--- src/rtl/permit_pkg.sv ---
package permit_pkg;

    localparam int unsigned PERMIT_CHANNELS = 14;
    localparam int unsigned PERMIT_MASK_MAX = 7;
    localparam int unsigned PERMIT_PATHS    = 2;

    typedef enum logic [0:0] {
        PATH_A = 1'b0,
        PATH_B = 1'b1
    } path_id_e;

    typedef struct packed {
        logic                       en;
        logic [PERMIT_CHANNELS-1:0] data;
    } mask_write_t;

endpackage

--- src/rtl/permit_mask_reg.sv ---
module permit_mask_reg #(
    parameter int unsigned N_CH     = permit_pkg::PERMIT_CHANNELS,
    parameter int unsigned MAX_MASK = permit_pkg::PERMIT_MASK_MAX
) (
    input  logic            clk,
    input  logic            rst,
    input  logic            wr_en,
    input  logic [N_CH-1:0] wr_data,
    output logic [N_CH-1:0] mask_q,
    output logic            err_q
);
    localparam int unsigned CW = $clog2(N_CH + 1);

    logic [CW-1:0] set_count;
    logic          over_limit;

    always_comb begin
        set_count = '0;
        for (int i = 0; i < N_CH; i++) begin
            set_count = set_count + CW'(wr_data[i]);
        end
        over_limit = (set_count > CW'(MAX_MASK));
    end

    always_ff @(posedge clk) begin
        if (rst) begin
            mask_q <= '0;
            err_q  <= 1'b0;
        end else if (wr_en) begin
            if (over_limit) begin
                err_q <= 1'b1;
            end else begin
                mask_q <= wr_data;
                err_q  <= 1'b0;
            end
        end
    end

    // the stored mask never exceeds the cap
    a_r6_mask_cap: assert property (@(posedge clk) disable iff (rst)
        $countones(mask_q) <= MAX_MASK);

    // a refused write keeps the old mask and raises the flag
    a_r6_reject_keeps: assert property (@(posedge clk) disable iff (rst)
        (wr_en && $countones(wr_data) > MAX_MASK) |=> ($stable(mask_q) && err_q));

    // an accepted write loads the data and clears the flag
    a_r5_accept_loads: assert property (@(posedge clk) disable iff (rst)
        (wr_en && $countones(wr_data) <= MAX_MASK) |=> (mask_q == $past(wr_data) && !err_q));

endmodule

--- src/rtl/permit_and_path.sv ---
module permit_and_path #(
    parameter int unsigned N_CH = permit_pkg::PERMIT_CHANNELS
) (
    input  logic            clk,
    input  logic            rst,
    input  logic [N_CH-1:0] user_permit,
    input  logic [N_CH-1:0] strap_dis,
    input  logic [N_CH-1:0] mask,
    output logic            permit_q
);
    logic [N_CH-1:0] excluded;
    logic [N_CH-1:0] ch_ok;
    logic            all_ok;

    generate
        for (genvar i = 0; i < N_CH; i++) begin : g_ch
            // strap or mask: either one removes the channel
            assign excluded[i] = strap_dis[i] | mask[i];
            assign ch_ok[i]    = user_permit[i] | excluded[i];
        end
    endgenerate

    assign all_ok = &ch_ok;

    always_ff @(posedge clk) begin
        if (rst) permit_q <= 1'b0;
        else     permit_q <= all_ok;
    end

    // any included channel that is low forces the permit low next cycle
    a_r2_low_drops: assert property (@(posedge clk) disable iff (rst)
        ((~user_permit & ~strap_dis & ~mask) != '0) |=> !permit_q);

endmodule

--- src/rtl/permit_concentrator.sv ---
module permit_concentrator #(
    parameter int unsigned N_CH     = permit_pkg::PERMIT_CHANNELS,
    parameter int unsigned MAX_MASK = permit_pkg::PERMIT_MASK_MAX
) (
    input  logic            clk,
    input  logic            rst,
    input  logic [N_CH-1:0] user_permit,
    input  logic [N_CH-1:0] strap_dis_a,
    input  logic [N_CH-1:0] strap_dis_b,
    input  logic            mask_wr_en,
    input  logic [N_CH-1:0] mask_wr_data,
    output logic [N_CH-1:0] mask_q,
    output logic            mask_err,
    output logic            local_permit_a,
    output logic            local_permit_b
);
    import permit_pkg::*;

    localparam int unsigned NP = PERMIT_PATHS;

    mask_write_t     wr;
    logic [N_CH-1:0] strap [NP];
    logic [N_CH-1:0] mask  [NP];
    logic            err   [NP];
    logic            permit[NP];

    assign wr.en   = mask_wr_en;
    assign wr.data = mask_wr_data;
    assign strap[PATH_A] = strap_dis_a;
    assign strap[PATH_B] = strap_dis_b;

    generate
        for (genvar p = 0; p < NP; p++) begin : g_path
            permit_mask_reg #(.N_CH(N_CH), .MAX_MASK(MAX_MASK)) mask_i (
                .clk     (clk),
                .rst     (rst),
                .wr_en   (wr.en),
                .wr_data (wr.data),
                .mask_q  (mask[p]),
                .err_q   (err[p])
            );
            permit_and_path #(.N_CH(N_CH)) and_i (
                .clk         (clk),
                .rst         (rst),
                .user_permit (user_permit),
                .strap_dis   (strap[p]),
                .mask        (mask[p]),
                .permit_q    (permit[p])
            );
        end
    endgenerate

    // union of the copies: a disagreement would show as extra masked bits
    assign mask_q         = mask[PATH_A] | mask[PATH_B];
    assign mask_err       = err[PATH_A] | err[PATH_B];
    assign local_permit_a = permit[PATH_A];
    assign local_permit_b = permit[PATH_B];

    // reset state after a reset edge
    a_r1_reset_state: assert property (@(posedge clk)
        rst |=> (!local_permit_a && !local_permit_b && mask_q == '0 && !mask_err));

    // the two independent mask copies agree
    a_r4_copies_agree: assert property (@(posedge clk) disable iff (rst)
        mask[PATH_A] == mask[PATH_B]);

endmodule

--- config.mk ---
export PLATFORM = sky130hd
export DESIGN_NAME = permit_concentrator
export DESIGN_NICKNAME = d
export VERILOG_FILES = /design/src/rtl/permit_pkg.sv /design/src/rtl/permit_mask_reg.sv /design/src/rtl/permit_and_path.sv /design/src/rtl/permit_concentrator.sv
export SDC_FILE = /design/constraint.sdc
export NUM_CORES = 1
export LEC_CHECK = 0
export ABC_AREA = 0
export BUFFER_PORTS_ARGS = -buffer_cell sky130_fd_sc_hd__buf_2
export CORE_MARGIN = 2
export CORE_UTILIZATION = 35
export DETAILED_ROUTE_END_ITERATION = 10
export PLACE_DENSITY = 0.67
export SYNTH_ARGS = -nofsm -noshare
export SYNTH_HDL_FRONTEND = slang
export SYNTH_HIERARCHICAL = 1
export SYNTH_SLANG_ARGS = --single-unit
export TNS_END_PERCENT = 20
--- constraint.sdc ---
create_clock -name clk -period 4 [get_ports clk]
set_input_delay 0.2 -clock clk [delete_from_list [all_inputs] [get_ports clk]]
set_output_delay 0.2 -clock clk [all_outputs]
set_load 0.01 [all_outputs]
======== Yosys cells after proc, flatten, opt, wreduce, memory -nomap -nowiden ========
Cells that the tools add are included.
storage, ports and cells
  bits in registers ....................... 17
  output and inout port bits .............. 17
  logic and storage cells ................. 80
cells by class
  add/subtract/negate cells ............... 13
  order comparisons ....................... 1
  multiplexer cells ....................... 1
  bitwise gates (word level) .............. 58
  reductions and logical operators ........ 3
operator list
  kind                                                                              count
  1-bit OR                                                                          56
  4-bit by 1-bit adder with 4-bit output                                            12
  14-bit AND reduction                                                              2
  14-bit OR                                                                         1
  4-bit by 3-bit greater-than comparator with 1-bit output (second input constant)  1
  1-bit by 1-bit adder with 2-bit output                                            1
  2-bit AND reduction                                                               1
  1-bit two-way mux                                                                 1
  1-bit inverter                                                                    1

======== Depth between registers and ports, before layout ========
Gate-level depths: netlist of run 1.
  depth in word-level cells ............... 16
  depth in mapped cells ................... 14
  mapped depth without buffers ............ 12

======== Cells and area by module ========
Netlist of run 1, hierarchy kept.
modules (own cells, without submodules)
  module               times used  cells an instance  area an instance (um2)
  permit_mask_reg      2           93                 874.6
  permit_and_path      2           20                 137.6
  permit_concentrator  1           15                 93.8

======== Least setup slack after synthesis of run 1 ========
No wires, ideal clock.
  path type ............................... in2reg
  start ................................... input port mask_wr_data[0]
  end ..................................... register g_path[0].mask_i.mask_q[0]
  setup time .............................. 72 ps
  arrival ................................. 3157 ps
  required time ........................... 3928 ps
  path slack .............................. 772 ps
  stages on the path ...................... 12
  cell sequence ........................... inv_1 > fa_1 > fa_1 > fa_1 > fa_1 > inv_1 > ha_1 > nand4b_1 > and4b_1 > buf_6 > buf_12 > mux2i_1
on the way
  longest elaborated chain between the ends .. 16
RTL lines
  item                                                      RTL line                   text
  from (decl)                                               permit_concentrator.sv:11  input logic [N_CH-1:0] mask_wr_data,
  1-bit by 1-bit adder with 2-bit output                    permit_mask_reg.sv:20      set_count = set_count + CW'(wr_data[i]);
  4-bit by 1-bit adder with 4-bit output (12 in a row)      permit_mask_reg.sv:20
  4-bit by 3-bit greater-than comparator with 1-bit output  permit_mask_reg.sv:22      over_limit = (set_count > CW'(MAX_MASK));
  1-bit inverter (no line)                                  -
  2-bit AND reduction (no line)                             -
  to (signal assigned)                                      permit_mask_reg.sv:33      mask_q <= wr_data;
  to (decl)                                                 permit_mask_reg.sv:9       output logic [N_CH-1:0] mask_q,
Parallel ways exist; a longest one is shown, timed or not.
A chain may end at the register's enable or synchronous reset.

======== Worst setup path after layout of run 1 ========
  start ................................... input port mask_wr_data[0]
  end ..................................... register g_path[0].mask_i.mask_q[2]
on the way
  longest elaborated chain between the ends .. 16
RTL lines
  item                                                      RTL line
  1-bit by 1-bit adder with 2-bit output                    permit_mask_reg.sv:20
  4-bit by 1-bit adder with 4-bit output (12 in a row)      permit_mask_reg.sv:20
  4-bit by 3-bit greater-than comparator with 1-bit output  permit_mask_reg.sv:22
  1-bit inverter (no line)                                  -
  2-bit AND reduction (no line)                             -
Every way passes these cells.

==> results.sh, run 1 <==
export IMPL_drive_above_1_share_pct=28.9
export IMPL_synthXorXnorAreaFrac_pct=0
export IMPL_cp_slowest_cell="fa_1"
export IMPL_initial_core_util_pct=36.0
export IMPL_p_per_area_mw_per_mm2=443
export IMPL_crit_path_end_kind="flop"
export IMPL_io_buffer_count=75
export IMPL_cp_cell_sequence="buf_2 > inv_1 > fa_1 > fa_1 > fa_1 > fa_1 > inv_1 > ha_1 > nand4b_1 > and4b_1 > buf_4 > o221a_2"
export IMPL_post_drt_wl_per_cell_um=12.6
export IMPL_hold_start="mask_wr_data[13]"
export IMPL_setup_viol=0
export IMPL_seq_area_frac_synth_pct=30.2
export IMPL_antenna_found_initial=0
export IMPL_layout_nets=397
export IMPL_postSynthAreaPerCell_um2=8.79
export IMPL_gp_congestion=0.787
export IMPL_rr_worst_depth=4
export IMPL_rsz0062_at_grt="no"
export IMPL_wl_um=4970
export IMPL_io_pins=76
export IMPL_core_area_mm2=0.00589
export IMPL_hold_depth=3
export IMPL_synthAdderAreaFrac_pct=17.5
export IMPL_grt_start_max_net_pins=28
export IMPL_syn_inst=241
export IMPL_reg2reg_slack_ps=2690
export IMPL_drt_antenna_violating_nets=0
export IMPL_synth_edf_count=0
export IMPL_yosysMostFrequentCell="nand2_1"
export IMPL_r2r_end="g_path[1].and_i/permit_q"
export IMPL_drt_iter0_markers=71
export IMPL_cts_buffer_depth=2
export IMPL_p_leak_uw=0.00131
export IMPL_final_setup_skew_ps=7.52
export IMPL_ys_warnings_count=6
export IMPL_synth_nets=320
export IMPL_muxShareOfSynthArea_pct=12.3
export IMPL_die_h_um=81.8
export IMPL_path_clk_slew_ps=60
export IMPL_yosysTopAreaCellShare_pct=30.2
export IMPL_cts_buffers=5
export IMPL_gr_total_overflow=0
export IMPL_num_rows=28
export IMPL_num_vias=1812
export IMPL_drv_cap=0
export IMPL_irDropWorstVdd_v=0.000216
export IMPL_cp_num_cells=12
export IMPL_synthDistinctLibCells=22
export IMPL_final_area_mm2=0.00261
export IMPL_r2r_start="g_path[1].mask_i/mask_q[4]"
export IMPL_ys_ff_latch=32
export IMPL_htreeDepth=2
export IMPL_cts_tree="done"
export IMPL_via_per_inst=4.61
export IMPL_hold_viol_final=0
export IMPL_hold_path_end="g_path[1].mask_i/mask_q[13]"
export IMPL_drc=0
export IMPL_synth_compound_area_share_pct=3.54
export IMPL_worst_slew_pin_slew_ps=732
export IMPL_min_period_ps=3260
export IMPL_period_share_pct=81.6
export IMPL_worstPathRequired_ps=4170
export IMPL_fmax_mhz=306
export IMPL_nFillCells=608
export IMPL_synth_common_cells="nand2_1 (54), inv_1 (34), dfxtp_1 (32)"
export IMPL_globalRouteTotalUtil_pct=15.7
export IMPL_synth_async_reset_ratio_pct=0
export IMPL_dr_pass1_iters=4
export IMPL_crit_arrival_ps=3440
export IMPL_dpl_cell_area_mm2=0.00253
export IMPL_die_w_um=81.8
export IMPL_grt_pass1_vias=1676
export IMPL_area_growth_syn_to_layout_pct=23.2
export IMPL_yosys_top_cells_area="dfxtp_1 (30%), fa_1 (15%), mux2i_1 (12%)"
export IMPL_setup_tns_ps=0
export IMPL_max_stage_delay_ps=570
export IMPL_crit_top_cell="fa_1"
export IMPL_critical_path_class="in -> reg"
export IMPL_grt_pass1_wl_um=7820
export IMPL_cts_root_buf="clkbuf_8"
export IMPL_n_antenna_cell=0
export IMPL_path_buf_inv=4
export IMPL_maxSlewHeadroom_pct=50.9
export IMPL_postCtsSetupBuffers=0
export IMPL_path_delay_family="adder cells"
export IMPL_clk_insertion_delay_late_ps=280
export IMPL_hold_path_class="in -> reg"
export IMPL_holdBufCountCts=0
export IMPL_ys_flop_type="dfxtp_1"
export IMPL_synth_top_family_by_area="simple AND/OR/NAND/NOR gates"
export IMPL_start_kind="input port"
export IMPL_clock_sinks=32
export IMPL_yosys_area_share_simple_pct=26.4
export IMPL_syn_area_mm2=0.00212
export IMPL_dp_hpwl_um=4100
export IMPL_run_status="finished clean"
export IMPL_maxSlewViolCount=0
export IMPL_cts_resized_gates=0
export IMPL_dieArea_mm2=0.00669
export IMPL_synth_largest_area_cell="dfxtp_1"
export IMPL_path_max_fanout=11
[layout make-up]
class                      instances  area [µm²]  area share [%]
clock buffer                       6        72.6            2.78
clock inverter                     1        5.00           0.192
inverter                          36         135            5.18
multi-input combinational        165        1260            48.5
sequential                        32         641            24.5
tap                               75        93.8            3.60
timing repair buffer              78         398            15.2
[worst max path at each step]
stage,startpoint,to,slack [ps]
after global placement,mask_wr_data[0],g_path[0].mask_i/mask_q[2],450
final,mask_wr_data[0],g_path[0].mask_i/mask_q[2],740
after detailed placement,mask_wr_data[5],g_path[0].mask_i/mask_q[7],420
after CTS,mask_wr_data[0],g_path[0].mask_i/mask_q[7],720
after floorplan,mask_wr_data[0],g_path[0].mask_i/mask_q[0],770
after global routing,mask_wr_data[5],g_path[1].mask_i/mask_q[1],560
[cell families (layout without fill, tap and decap cells)]
logic type,after synthesis,count (layout)
flip-flops,32,32
multiplexers,26,26
AND/OR/NAND/NOR,111,111
adder cells (fa/ha/maj),20,20
AO/OA/AOI/OAI,8,8
buffers and inverters,44,121
[flip-flops by register name, indices dropped and copies added (netlist names)]
signal                 cells
g_path.mask_i/mask_q      28
g_path.and_i/permit_q      2
g_path.mask_i/err_q        2
[per-layer routing]
layer  vias up  GRT usage (%)  share of wire (%)
met2        51           25.9                 47
met1       830           20.6                 46
met3         4           3.96                5.7
li1        927              -                  -
met4         0           4.00               0.91
met5         -              0                  0
[power breakdown]
group	internal (µW)	total (µW)	switching [µW]
clock	118	231	112
combinational	243	502	259
sequential	380	423	42.6
[worst min-delay path, delay by kind of cell]
kind,cells,cell delay (ps)
buffers and inverters,1,130
muxes,1,50
and+or+nand+nor,1,50
[per-stage QoR]
step	hold WS (ps)	util, %	total power, µW	cells	worst slack [ps]
6_report	202	44.3	1150	393	736
5_1_grt	210	44.3	1260	393	565
4_1_cts	196	44.3	1170	393	720
3_5_place_dp	460	43.0	936	386	421
3_3_place_gp	456	43.0	924	386	453
2_1_floorplan	270	-	800	241	772
[cell usage in the layout (no fill, tap or decap), drive strengths merged]
master and n:
and4b 2, buf 78, clkbuf 6, clkinv 3
dfxtp 32, fa 16, ha 4, inv 34
mux2i 26, nand2 54, nand3b 2, nand4b 2
nor2 8, nor3 22, nor4 2, o221a 2
o311ai 6, or2 15, or3 4
No activity file was read; power rests on OpenSTA's default activity.
==> inputs of run 2 (changes only) <==
==> constraint.sdc (replaced) <==
create_clock -name clk -period 3.25 [get_ports clk]
set_input_delay 0.1625 -clock clk [delete_from_list [all_inputs] [get_ports clk]]
set_output_delay 0.1625 -clock clk [all_outputs]
set_load 0.01 [all_outputs]
==> run 2 against run 1 <==
  * Core utilization increased by 0.98 points
  * Final cell count increased by 1.5%
  * Critical endpoint is now g_path[0].mask_i/mask_q[12]
  * Critical path type unchanged
  * Count of clock-buffer cells in the layout unchanged
  * Highest routed layer unchanged
==> results.sh, run 2 (same netlist as run 1, synthesis figures left out) <==
export IMPL_die_w_um=81.8
export IMPL_gr_total_overflow=0
export IMPL_drt_antenna_violating_nets=0
export IMPL_core_area_mm2=0.00589
export IMPL_hold_start="mask_wr_data[4]"
export IMPL_run_status="finished clean"
export IMPL_setup_viol=0
export IMPL_grt_start_max_net_pins=28
export IMPL_via_per_inst=4.59
export IMPL_final_area_mm2=0.00267
export IMPL_clk_insertion_delay_late_ps=280
export IMPL_grt_util_met1_pct=21.1
export IMPL_grt_pass1_vias=1641
export IMPL_r2r_end="g_path[0].and_i/permit_q"
export IMPL_rsz0062_at_grt="no"
export IMPL_grt_pass1_wl_um=7650
export IMPL_hold_path_end="g_path[1].mask_i/mask_q[4]"
export IMPL_cp_slowest_cell="fa_1"
export IMPL_dpl_cell_area_mm2=0.00258
export IMPL_drv_cap=0
export IMPL_holdBufCountCts=0
export IMPL_cts_buffer_depth=2
export IMPL_mostFrequentLayoutCells="buf_2 (75), nand2_1 (54), inv_1 (34), dfxtp_1 (32), mux2i_1 (26)"
export IMPL_cts_root_buf="clkbuf_8"
export IMPL_crit_top_cell="fa_1"
export IMPL_irDropWorstVdd_v=0.000235
export IMPL_grt_util_met3_pct=3.96
export IMPL_final_setup_skew_ps=2.25
export IMPL_num_vias=1832
export IMPL_post_drt_wl_per_cell_um=12.6
export IMPL_antenna_found_initial=0
export IMPL_n_antenna_cell=0
export IMPL_nFillCells=603
export IMPL_layout_nets=403
export IMPL_worst_slew_pin_slew_ps=717
export IMPL_p_sw_share_pct=35.8
export IMPL_min_period_ps=3110
export IMPL_reg_largest_list="g_path.mask_i/mask_q x28, g_path.and_i/permit_q x2, g_path.mask_i/err_q x2"
export IMPL_gp_congestion=0.792
export IMPL_clkPwrFrac_pct=20.1
export IMPL_globalRouteTotalUtil_pct=15.3
export IMPL_largest_register_ffs=28
export IMPL_switchingPower_uw=523
export IMPL_grt_busiest_layer="met2"
export IMPL_rr_worst_depth=4
export IMPL_p_leak_uw=0.00134
export IMPL_cp_cell_sequence="buf_2 > inv_1 > fa_1 > fa_1 > fa_1 > fa_1 > inv_1 > ha_1 > nand4b_1 > and4b_2 > buf_4 > mux2i_1"
export IMPL_drt_iter0_markers=51
export IMPL_crit_arrival_ps=3330
export IMPL_hold_path_class="in -> reg"
export IMPL_dieArea_mm2=0.00669
export IMPL_drive_above_1_share_pct=31.2
export IMPL_critical_path_class="in -> reg"
export IMPL_maxSlewViolCount=0
export IMPL_p_per_area_mw_per_mm2=548
export IMPL_final_common_cell="buf_2"
export IMPL_fmax_mhz=321
export IMPL_period_share_pct=95.8
export IMPL_power_uw=1460
export IMPL_path_buf_inv=4
export IMPL_dp_hpwl_um=4100
export IMPL_cts_tree="done"
export IMPL_internal_power_uw=939
export IMPL_cp_num_cells=12
export IMPL_seq_power_share_pct=35.7
export IMPL_clock_sinks=32
export IMPL_hold_viol_final=0
export IMPL_fin_hold_ws_ps=159
export IMPL_crit_path_end_kind="flop"
export IMPL_start_kind="input port"
export IMPL_htreeDepth=2
export IMPL_initial_core_util_pct=36.0
export IMPL_num_rows=28
export IMPL_drc=0
export IMPL_max_stage_delay_ps=580
export IMPL_final_util_pct=45.3
export IMPL_postCtsSetupBuffers=0
export IMPL_pwr_share_comb_pct=44.2
export IMPL_io_pins=76
export IMPL_path_max_fanout=5
export IMPL_gr_usage_met2_pct=24.0
export IMPL_die_h_um=81.8
export IMPL_reg2reg_slack_ps=1970
export IMPL_dr_pass1_iters=4
export IMPL_worstPathRequired_ps=3470
export IMPL_top_register="g_path.mask_i/mask_q"
export IMPL_r2r_start="g_path[0].mask_i/mask_q[4]"
export IMPL_hold_depth=3
export IMPL_path_clk_slew_ps=70
export IMPL_cts_buffers=5
export IMPL_wl_um=5040
export IMPL_maxSlewHeadroom_pct=51.9
export IMPL_path_delay_family="adder cells"
export IMPL_area_growth_syn_to_layout_pct=25.9
export IMPL_io_buffer_count=75
==> run 2: cell count changes in the layout (fill, tap and decap cells not counted) <==
cell / delta
buf_6: +2
buf_4: +4
fa_2: +1
fa_1: -1
and4b_1: -2
and4b_2: +2
==> run 2: repair_timing <==
item | in CTS | in global routing
endpoints found under the hold margin | 0 | 0
setup endpoints to repair | 0 | 18
resized for setup | 0 | 5
==> run 2: worst max-delay path by stage <==
stage	startpoint	endpoint	slack, ps
6_report	mask_wr_data[0]	g_path[0].mask_i/mask_q[12]	140
2_1_floorplan	mask_wr_data[0]	g_path[0].mask_i/mask_q[0]	60
3_3_place_gp	mask_wr_data[0]	g_path[1].mask_i/mask_q[0]	-150
4_1_cts	mask_wr_data[0]	g_path[1].mask_i/mask_q[4]	50
5_1_grt	mask_wr_data[0]	g_path[0].mask_i/mask_q[12]	1
3_5_place_dp	mask_wr_data[0]	g_path[1].mask_i/mask_q[12]	-250
==> run 2: area by class of cell <==
cell class                 instances  area, µm²  share of cell area, %
timing repair buffer              84        450                   16.9
sequential                        32        641                   24.0
clock inverter                     1       5.00                  0.188
multi-input combinational        165       1270                   47.6
tap                               75       93.8                   3.52
inverter                          36        135                   5.07
clock buffer                       6       72.6                   2.72
==> run 2: through the flow <==
stage | std cells | setup TNS, ps | setup slack, ps
6_report | 399 | 0 | 137
5_1_grt | 399 | 0 | 1.27
4_1_cts | 399 | 0 | 49.3
3_5_place_dp | 392 | -5780 | -247
3_3_place_gp | 392 | -3830 | -150
2_1_floorplan | 241 | 0 | 59.3
==> run 2: worst min-delay path, stage by stage <==
cell	delay, ps
buf_2	120
nand2_1	50
mux2i_1	60
==> run 2: routing by layer <==
layer / part of all wire (%) / vias up
met2: 45 / 52
met4: 0.83 / 0
met3: 5.7 / 5
met1: 48 / 835
li1: - / 940
met5: 0 / -
==> run 2: power groups by stage <==
stage / combinational [µW] / clock (µW) / sequential, µW
2_1_floorplan: 474 / 0 / 510
3_3_place_gp: 626 / 0 / 528
3_5_place_dp: 638 / 0 / 529
4_1_cts: 642 / 294 / 522
5_1_grt: 726 / 317 / 530
6_report: 647 / 293 / 522
